**config.mk**
```make
export PLATFORM = sky130hd
export DESIGN_NAME = cmp_systimer
export DESIGN_NICKNAME = d
export VERILOG_FILES = /design/src/rtl/systimer_pkg.sv /design/src/rtl/systimer_counter.sv /design/src/rtl/systimer_channel.sv /design/src/rtl/systimer_regif.sv /design/src/rtl/cmp_systimer.sv
export SDC_FILE = /design/constraint.sdc
export NUM_CORES = 1
export LEC_CHECK = 0
export CORE_ASPECT_RATIO = 0.5
export CORE_MARGIN = 2
export CORE_UTILIZATION = 40
export CTS_BUF_LIST = sky130_fd_sc_hd__clkbuf_2 sky130_fd_sc_hd__clkbuf_4 sky130_fd_sc_hd__clkbuf_8
export DETAILED_ROUTE_END_ITERATION = 10
export MAX_ROUTING_LAYER = met4
export PLACE_DENSITY_LB_ADDON = 0.05
export SETUP_SLACK_MARGIN = 0.15
export SLEW_MARGIN = 20
export SYNTH_ARGS = -nofsm -noshare
export SYNTH_HDL_FRONTEND = slang
export SYNTH_SLANG_ARGS = --single-unit
```
**constraint.sdc**
```tcl
create_clock -name clk -period 7.8 [get_ports clk]
set_input_delay 1.56 -clock clk [delete_from_list [all_inputs] [get_ports clk]]
set_output_delay 1.56 -clock clk [all_outputs]
set_load 0.02 [all_outputs]
```
**src/rtl/systimer_pkg.sv**
```systemverilog
// Package: shared register offsets for the compare-match system timer.
// Assumes byte addressing with word-aligned registers.
package systimer_pkg;

    localparam int OFS_CTRL    = 'h00;  // match flags, write one to clear
    localparam int OFS_CNT_LO  = 'h04;  // counter low word (read only)
    localparam int OFS_CNT_HI  = 'h08;  // counter high word (read only)
    localparam int OFS_CMP_0   = 'h0C;  // first compare channel
    localparam int CMP_STRIDE  = 4;     // byte spacing of compare channels

    // Byte offset of compare channel idx.
    function automatic int cmp_ofs(input int idx);
        return OFS_CMP_0 + CMP_STRIDE * idx;
    endfunction

endpackage

```
**src/rtl/systimer_counter.sv**
```systemverilog
// Module: free-running up-counter.
// Steps by one on each cycle with tick high and wraps at full width.
// Also gives the low word the counter will have after the next tick, so
// channels can catch the step onto their compare value.
// Assumes 0 < LO_W < CNT_W.
module systimer_counter #(
    parameter int CNT_W = 64,
    parameter int LO_W  = 32
) (
    input  logic             clk,
    input  logic             rst_n,
    input  logic             tick,
    output logic [CNT_W-1:0] cnt,
    output logic [LO_W-1:0]  nxt_lo
);

    // Counter register: clears on reset, advances on tick.
    always_ff @(posedge clk) begin
        if (!rst_n) begin
            cnt <= '0;
        end else if (tick) begin
            cnt <= cnt + CNT_W'(1);
        end
    end

    // Low word after the coming tick.
    always_comb begin
        nxt_lo = cnt[LO_W-1:0] + LO_W'(1);
    end

    // a tick advances the count by one
    a_r2_step: assert property (@(posedge clk) disable iff (!rst_n)
        tick |=> (cnt == $past(cnt) + CNT_W'(1)));

    // without a tick the count holds
    a_r2_hold: assert property (@(posedge clk) disable iff (!rst_n)
        !tick |=> $stable(cnt));

endmodule

```
**src/rtl/systimer_channel.sv**
```systemverilog
// Module: one compare channel.
// Holds a compare value and a match flag. The flag sets when a tick moves
// the counter low word onto the compare value. A clear request drops the
// flag unless a match arrives on the same edge. The compare value changes
// only on a write.
module systimer_channel #(
    parameter int LO_W = 32
) (
    input  logic            clk,
    input  logic            rst_n,
    input  logic            tick,
    input  logic [LO_W-1:0] nxt_lo,
    input  logic            cmp_we,
    input  logic [LO_W-1:0] cmp_wval,
    input  logic            clr,
    output logic [LO_W-1:0] cmp,
    output logic            flag
);

    logic hit;

    // Match event: this tick lands the counter on the compare value.
    always_comb begin
        hit = tick && (nxt_lo == cmp);
    end

    // Compare register: loaded only by a software write.
    always_ff @(posedge clk) begin
        if (!rst_n) begin
            cmp <= '0;
        end else if (cmp_we) begin
            cmp <= cmp_wval;
        end
    end

    // Match flag: a match has priority over a clear.
    always_ff @(posedge clk) begin
        if (!rst_n) begin
            flag <= 1'b0;
        end else if (hit) begin
            flag <= 1'b1;
        end else if (clr) begin
            flag <= 1'b0;
        end
    end

    // a match event raises the flag
    a_r5_set: assert property (@(posedge clk) disable iff (!rst_n)
        hit |=> flag);

    // no tick, no rise of the flag
    a_r6_no_rise: assert property (@(posedge clk) disable iff (!rst_n)
        (!tick && !flag) |=> !flag);

    // a clear without a match drops the flag
    a_r7_clear: assert property (@(posedge clk) disable iff (!rst_n)
        (clr && !hit) |=> !flag);

    // a match on the same edge as a clear keeps the flag
    a_r8_match_wins: assert property (@(posedge clk) disable iff (!rst_n)
        (clr && hit) |=> flag);

    // without a write the compare value never moves
    a_r10_cmp_hold: assert property (@(posedge clk) disable iff (!rst_n)
        !cmp_we |=> $stable(cmp));

endmodule

```
**src/rtl/systimer_regif.sv**
```systemverilog
// Module: register decode and read multiplexer.
// Turns a write at a compare address into that channel's load strobe, and a
// write at the control address into per-channel clear requests (one per data
// bit set). Read data is combinational from the address. Counter addresses
// are read only, and unmapped addresses read zero.
// Assumes NCH <= LO_W, LO_W <= DATA_W and CNT_W - LO_W <= DATA_W.
module systimer_regif
    import systimer_pkg::*;
#(
    parameter int NCH    = 4,
    parameter int CNT_W  = 64,
    parameter int LO_W   = 32,
    parameter int DATA_W = 32,
    parameter int ADDR_W = 5
) (
    input  logic                      addr_valid_unused,
    input  logic [ADDR_W-1:0]         addr,
    input  logic                      wr,
    input  logic [DATA_W-1:0]         wdata,
    input  logic [CNT_W-1:0]          cnt,
    input  logic [NCH-1:0][LO_W-1:0]  cmp,
    input  logic [NCH-1:0]            flags,
    output logic [NCH-1:0]            cmp_we,
    output logic [LO_W-1:0]           cmp_wval,
    output logic [NCH-1:0]            clr,
    output logic [DATA_W-1:0]         rdata
);

    localparam int HI_W = CNT_W - LO_W;

    logic sel_ctrl;
    logic sel_lo;
    logic sel_hi;

    // Fixed-address selects.
    always_comb begin
        sel_ctrl = (addr == ADDR_W'(OFS_CTRL));
        sel_lo   = (addr == ADDR_W'(OFS_CNT_LO));
        sel_hi   = (addr == ADDR_W'(OFS_CNT_HI));
    end

    // Compare write value: low word of the bus data.
    always_comb begin
        cmp_wval = wdata[LO_W-1:0];
    end

    // Per-channel write strobes and clear requests.
    generate
        for (genvar g = 0; g < NCH; g++) begin : g_dec
            always_comb begin
                cmp_we[g] = wr && (addr == ADDR_W'(cmp_ofs(g)));
                clr[g]    = wr && sel_ctrl && wdata[g];
            end
        end
    endgenerate

    // Read multiplexer, zero-extended, zero on unmapped addresses.
    always_comb begin
        rdata = '0;
        if (sel_ctrl) begin
            rdata[NCH-1:0] = flags;
        end else if (sel_lo) begin
            rdata[LO_W-1:0] = cnt[LO_W-1:0];
        end else if (sel_hi) begin
            rdata[HI_W-1:0] = cnt[CNT_W-1:LO_W];
        end else begin
            for (int i = 0; i < NCH; i++) begin
                if (addr == ADDR_W'(cmp_ofs(i))) begin
                    rdata[LO_W-1:0] = cmp[i];
                end
            end
        end
    end

    // Write data bits above the low word carry nothing.
    generate
        if (LO_W < DATA_W) begin : g_wide_bus
            logic unused_wdata_hi;
            always_comb begin
                unused_wdata_hi = ^wdata[DATA_W-1:LO_W] ^ addr_valid_unused;
            end
        end else begin : g_exact_bus
            logic unused_tie;
            always_comb begin
                unused_tie = addr_valid_unused;
            end
        end
    endgenerate

endmodule

```
**src/rtl/cmp_systimer.sv**
```systemverilog
// Module: compare-match system timer, top level.
// A free-running counter advanced by tick_en, NCH compare channels watching
// its low word, and a register port. Each irq bit follows its channel's
// match flag directly.
// Assumes tick generation happens elsewhere and bus_rdata is sampled in the
// same cycle as bus_addr.
module cmp_systimer #(
    parameter int NCH    = 4,
    parameter int CNT_W  = 64,
    parameter int LO_W   = 32,
    parameter int DATA_W = 32,
    parameter int ADDR_W = 5
) (
    input  logic              clk,
    input  logic              rst_n,
    input  logic              tick_en,
    input  logic [ADDR_W-1:0] bus_addr,
    input  logic              bus_wr,
    input  logic [DATA_W-1:0] bus_wdata,
    output logic [DATA_W-1:0] bus_rdata,
    output logic [NCH-1:0]    irq
);

    logic [CNT_W-1:0]         cnt;
    logic [LO_W-1:0]          nxt_lo;
    logic [NCH-1:0][LO_W-1:0] cmp;
    logic [NCH-1:0]           flags;
    logic [NCH-1:0]           cmp_we;
    logic [NCH-1:0]           clr;
    logic [LO_W-1:0]          cmp_wval;

    systimer_counter #(
        .CNT_W (CNT_W),
        .LO_W  (LO_W)
    ) u_counter (
        .clk    (clk),
        .rst_n  (rst_n),
        .tick   (tick_en),
        .cnt    (cnt),
        .nxt_lo (nxt_lo)
    );

    generate
        for (genvar g = 0; g < NCH; g++) begin : g_chan
            systimer_channel #(
                .LO_W (LO_W)
            ) u_chan (
                .clk      (clk),
                .rst_n    (rst_n),
                .tick     (tick_en),
                .nxt_lo   (nxt_lo),
                .cmp_we   (cmp_we[g]),
                .cmp_wval (cmp_wval),
                .clr      (clr[g]),
                .cmp      (cmp[g]),
                .flag     (flags[g])
            );
        end
    endgenerate

    systimer_regif #(
        .NCH    (NCH),
        .CNT_W  (CNT_W),
        .LO_W   (LO_W),
        .DATA_W (DATA_W),
        .ADDR_W (ADDR_W)
    ) u_regif (
        .addr_valid_unused (1'b0),
        .addr     (bus_addr),
        .wr       (bus_wr),
        .wdata    (bus_wdata),
        .cnt      (cnt),
        .cmp      (cmp),
        .flags    (flags),
        .cmp_we   (cmp_we),
        .cmp_wval (cmp_wval),
        .clr      (clr),
        .rdata    (bus_rdata)
    );

    // Interrupt lines: one per flag, no masking.
    always_comb begin
        irq = flags;
    end

    // a counter-address write without a tick leaves the count alone
    a_r11_cnt_ro: assert property (@(posedge clk) disable iff (!rst_n)
        (bus_wr && !tick_en && (bus_addr == ADDR_W'(systimer_pkg::OFS_CNT_LO)))
        |=> $stable(cnt));

endmodule

```
# Word-level counts from Yosys, hierarchy flattened

Cells that the tools add are included.

Input port bits: 41
Output and inout bits: 36
Register bits: 196

Mux-type cells: 16
Reduce and logical (&&, ||, !) cells: 18
Add/subtract/negate cells: 2
Equality and inequality tests: 10

Operators with widths:

| kind                  | number |
|---|---|
| $mux 32               | 6 |
| $eq 32x32->1          | 4 |
| $add 64x1->64 const B | 1 |
| $add 32x1->32 const B | 1 |
| $mux 28               | 1 |
| $eq 5x5->1 const B    | 3 |
| $logic_and 1x1->1     | 13 |
| $eq 5x4->1 const B    | 2 |
| $mux 1                | 8 |
| $reduce_bool 2->1     | 4 |
| $eq 5x3->1 const B    | 1 |
| $logic_not 5->1       | 1 |
| $mux 4                | 1 |

# Longest topological paths before layout

Word-level depth: 8
Mapped depth: 11
Depth with buffers taken out: 9

# By module

From an unflattened synthesis, not the netlist that was laid out.

Cell total of the unflattened synthesis: 1434
Area, all modules: 12385.6 µm²

Modules (own cells, without submodules):

| module           | area an instance (µm²) | times used | cells each |
|---|---|---|---|
| systimer_channel | 1572.8                 | 4          | 149 |
| systimer_counter | 3654.8                 | 1          | 446 |
| systimer_regif   | 2436.1                 | 1          | 391 |
| cmp_systimer     | 3.8                    | 1          | 1 |

# Least setup slack after synthesis

No wires, ideal clock.

Path type: input -> output
Start point: input bus_addr[1]
End point: output bus_rdata[31]
Data required time: 6.240 ns
Setup slack: 3.258 ns
Path buffers: 2
Cell stages on the path: 4
Data arrival time: 2.982 ns
Cells stage by stage: or4b_2 -> clkbuf_1 -> clkbuf_1 -> o211ai_1

Word-level cells in the longest chain between the ends: 8

Ends and longest elaborated chain:

| what                  | RTL line             | text |
|---|---|---|
| start: declaration    | cmp_systimer.sv:17   | `input logic [ADDR_W-1:0] bus_addr,` |
| $eq 5x4->1            | systimer_regif.sv:68 | `if (addr == ADDR_W'(cmp_ofs(i))) begin` |
| $mux 32 (4 in series) | systimer_regif.sv:68 |  |
| $mux 32               | systimer_regif.sv:64 | `end else if (sel_hi) begin` |
| $mux 32               | systimer_regif.sv:62 | `end else if (sel_lo) begin` |
| $mux 28 *             | systimer_regif.sv:60 | `if (sel_ctrl) begin` |
| end: declaration      | cmp_systimer.sv:20   | `output logic [DATA_W-1:0] bus_rdata,` |

Every way passes the cells marked *; elsewhere a longest branch is shown, timed or not.

# Worst setup path after layout

Start point: input bus_addr[4]
End point: output bus_rdata[3]

Word-level cells in the longest chain between the ends: 8

Ends and longest elaborated chain:

| what                  | RTL line |
|---|---|
| $eq 5x4->1            | systimer_regif.sv:68 |
| $mux 32 (4 in series) | systimer_regif.sv:68 |
| $mux 32               | systimer_regif.sv:64 |
| $mux 32               | systimer_regif.sv:62 |
| $mux 4 *              | systimer_regif.sv:60 |

Marked as above.

==> tab_implementation.tex <==
\begin{tabular}{lr}
\hline
Metric & Value \\
\hline
\multicolumn{2}{l}{\textbf{Clocking}} \\
Number of clock buffers inserted by TritonCTS & 17 \\
Root Buffer Master & clkbuf\_8 \\
Register clock-pin slew on the reported worst setup and hold paths & about 0.12 ns \\
CTS Sinks & 196 \\
Worst-Skew Late Latency & approximately 0.54 ns \\
Buffers inserted during post-CTS setup optimization & 0 \\
CTS H-tree lvls & 4 \\
Hold-fix buffers, CTS & 0 \\
Number of buffers on the longest clock path & 2 \\
Post-CTS resize count & 0 \\
CTS tree & built \\
\multicolumn{2}{l}{\textbf{Logic synthesis}} \\
Seq cells post-synth & 196 \\
Simple-gate portion of the synthesized area & between 20\% and 30\% \\
Compound-Gate Fraction of Synth Area & 17.3\% \\
Combinational family with the most area after synthesis & simple AND/OR/NAND/NOR gates \\
Post-Syn Nets & 1676 \\
Number of instances in the synthesized netlist & approximately 1.6k \\
Warnings from Yosys & 0 \\
Sequential element share of the synthesized area & between 30\% and 40\% \\
Unique masters post-synth & between 70 and 80 \\
Xor and xnor area share after synthesis & between 10\% and 20\% \\
Proportion of register bits with asynchronous set or reset after synthesis & 0\% \\
Number of enable flip-flop cells after synthesis & 0 \\
Adder-cell share of the synthesized area & 0.102\% \\
Primary flip-flop cell chosen by synthesis mapping & dfxtp\_1 \\
Synth Cell Area & 0.0122 mm² \\
Avg Cell Area, Syn & approximately 7.5 µm² \\
Mux cell area share after synthesis & 2.62\% \\
\multicolumn{2}{l}{\textbf{Finish}} \\
Proportion of layout cells with a drive suffix above 1 & under 10\% \\
Area added between synthesis and finish & 11.2\% \\
Final \#Nets & $\sim$1.7k \\
Multi-input combinational cell area & between 0.007 and 0.008 mm² \\
Area used by sequential logic in the layout & slightly below 0.004 mm² \\
Fill cells & 3087 \\
Area of all placed cells without fillers & 0.0136 mm² \\
\multicolumn{2}{l}{\textbf{Place}} \\
HPWL reported at the end of detailed placement & 42600 µm \\
Global placer's final weighted congestion & approximately 0.99 \\
Count of input and output buffers & 76 \\
Placed cell area & between 0.01 and 0.015 mm² \\
\multicolumn{2}{l}{\textbf{Floorplanning}} \\
Area inside the core boundary & around 0.030 mm² \\
Die extent in x & between 200 and 300 µm \\
Initial core utilization & just over 40\% \\
Top-level port count & 77 \\
Die height & roughly 130 µm \\
Cell row count & 45 \\
Area of the die & between 0.03 and 0.04 mm² \\
\multicolumn{2}{l}{\textbf{Worst setup path}} \\
Data required time of the worst path & $\sim$6.2 ns \\
Largest fanout of any net on the critical path & 21 \\
Arrival time at the worst endpoint & between 4 and 5 ns \\
Setup Crit Path Kind & primary input to output port \\
Critical Path End Type & output port \\
Element type at the critical path start & primary input \\
\multicolumn{2}{l}{\textbf{Detailed routing}} \\
Number of vias per cell after detailed routing & roughly 6.2 \\
Routed WL per cell & between 20 and 30 µm \\
Number of nets with antenna violations after detailed routing & 0 \\
Drt first-iter violations & 1711 \\
Final WL & 57400 µm \\
Pre-Repair DR Iteration Count & 8 \\
Residual DRC & 0 \\
Via count & 12.7k \\
\multicolumn{2}{l}{\textbf{Timing}} \\
Remaining max-slew budget at the tightest pin & between 10\% and 20\% \\
Number of max-slew violations in the final report & 0 \\
Shortest clock period the worst path allows after layout & roughly 6.2 ns \\
Maximum operating frequency & 162 MHz \\
Unrepaired setup endpoints after global routing & no \\
Worst setup skew after layout & about 0.028 ns \\
Setup violations, final & 0 \\
Final Cycle Share & between 70\% and 80\% \\
Hold violation count in the final report & 0 \\
Transition time of the tightest slew-check pin & 1.23 ns \\
Total Negative Setup Slacks & 0 ns \\
\multicolumn{2}{l}{\textbf{Pwr}} \\
Power density over cell area & $\sim$140 mW/mm² \\
Leak & about 4.6 nW \\
Maximum resistive drop on vdd & 0.121 mV \\
\multicolumn{2}{l}{\textbf{Global routing}} \\
Pin count of the biggest net entering global routing & about 100 \\
Global-route wire length before repair & 81900 µm \\
Vias in the first global route & between 10k and 15k \\
Leftover overflow at the end of global routing & 0 \\
GRT Util Overall & 36.7\% \\
Number of antenna violations at the first check in global routing & 2 \\
\multicolumn{2}{l}{\textbf{Flow run}} \\
Number of maximum-capacitance constraint violations & 0 \\
\multicolumn{2}{l}{\textbf{Hold path}} \\
Class of the tightest hold or removal check & flip-flop to flip-flop \\
\multicolumn{2}{l}{\textbf{Outcome}} \\
Run status & complete, no violations \\
\hline
\end{tabular}
-- cell type report --
type / instances / area share (%)
antenna: 3 / 0.0552
sequential: 196 / 28.9
clock inverter: 15 / 1.39
clock buffer: 17 / 1.72
multi-input combinational: 1295 / 56.9
inverter: 16 / 0.479
tap: 399 / 3.67
timing repair buffer: 100 / 6.91
-- layout by cell type, fill, tap and decap left out, types with 12 or more instances in the layout --
| cell | synthesis | routed |
|---|---|---|
| nand2_1 | 350 | 349 |
| dfxtp_1 | 196 | 196 |
| a21oi_1 | 177 | 177 |
| nor2_1 | 127 | 126 |
| xnor2_1 | 104 | 104 |
| xor2_1 | 83 | 83 |
| clkdlybuf4s50_1 | 0 | 75 |
| nand3_1 | 55 | 55 |
| nand4_1 | 42 | 42 |
| mux2i_1 | 32 | 32 |
| a222oi_1 | 32 | 32 |
| o21ai_0 | 32 | 32 |
| nor3_1 | 28 | 27 |
| and3_1 | 26 | 26 |
| buf_4 | 11 | 23 |
| nor3b_1 | 18 | 17 |
| clkbuf_8 | 0 | 17 |
| inv_1 | 15 | 15 |
| and2_1 | 13 | 14 |
| nor4_1 | 12 | 12 |
-- worst max-delay path: stages --
cell and delay, ns:
buf_2 0.45, buf_4 0.44, and3_1 0.59, buf_4 0.35
a222oi_1 0.15, a21oi_1 0.21, a221o_1 0.23, clkdlybuf4s50_1 0.63
-- Yosys cell counts (all sizes together) (5+ instances only) --
library cell	number	share of area, %
or3	7	0.36
nor2	128	4.0
and4	8	0.57
nor3	32	1.5
o211ai	10	0.61
xnor2	104	7.5
a221oi	7	0.50
a21oi	177	7.2
or3b	5	0.36
a222oi	32	2.6
mux2i	32	2.6
a211oi	5	0.31
o2111ai	6	0.43
nor2b	5	0.26
inv	16	0.49
and3	26	1.3
nor3b	18	1.1
or4	6	0.37
and2	15	0.77
nand4	45	2.5
o221ai	6	0.43
clkbuf	93	2.9
xor2	84	6.1
buf	34	1.5
a31oi	11	0.56
nand3	59	2.6
o21ai	34	1.4
dfxtp	196	32
nand2b	5	0.26
nor4	19	1.8
o22ai	6	0.31
nand2	351	11
-- final timing paths --
check                                                           from                                    to  slack, ns  cells after the start
worst max-delay path                                     bus_addr[4]                          bus_rdata[3]       1.62                      8
worst max register to register         u_counter.cnt[5]$_SDFFE_PN0P_    g_chan[0].u_chan.flag$_SDFFE_PN0P_       3.24                      8
worst min-delay path            g_chan[2].u_chan.cmp[2]$_SDFFE_PN0P_  g_chan[2].u_chan.cmp[2]$_SDFFE_PN0P_       0.50                      2
worst min register to register  g_chan[2].u_chan.cmp[2]$_SDFFE_PN0P_  g_chan[2].u_chan.cmp[2]$_SDFFE_PN0P_       0.50                      2
-- state kept, by name, indices dropped and copies added (netlist names) --
| name | flops |
|---|---|
| g_chan.u_chan.flag | 4 |
| g_chan.u_chan.cmp | 128 |
| u_counter.cnt | 64 |
-- per-layer routing --
layer	GRT usage (%)	vias up	share of wire [%]	wire [µm]
met4	9.31	0	2.0	1170
met3	11.2	71	11	6540
met5	-	-	0	0
li1	-	5713	-	-
met1	51.4	6188	46	26500
met2	50.7	683	40	23200
-- stage by stage --
stage	util (%)	hold WS (ns)	instances	setup slack (ns)	power [mW]
after floorplan	-	0.449	1634	3.26	1.11
after global placement	43.6	0.469	2006	1.62	1.18
after detailed placement	43.6	0.478	2006	1.69	1.18
after CTS	45.0	0.496	2038	1.69	1.87
after global routing	45.0	0.513	2040	1.56	1.93
final	45.0	0.496	2041	1.62	1.87
-- power by group --
| group | internal (mW) | switching (mW) | total, mW |
|---|---|---|---|
| logic | 0.0488 | 0.0890 | 0.138 |
| clock network | 0.246 | 0.464 | 0.710 |
| registers | 1.01 | 0.0145 | 1.02 |
| total | 1.30 | 0.568 | 1.87 |
-- kinds of logic after synthesis --
logic type | after synthesis
XOR/XNOR | 190
AO/OA/AOI/OAI | 335
multiplexers | 32
flip-flops | 196
AND/OR/NAND/NOR | 737
adder cells (fa/ha/maj) | 1
buffers and inverters | 143
(Power assumes the default switching activity.)
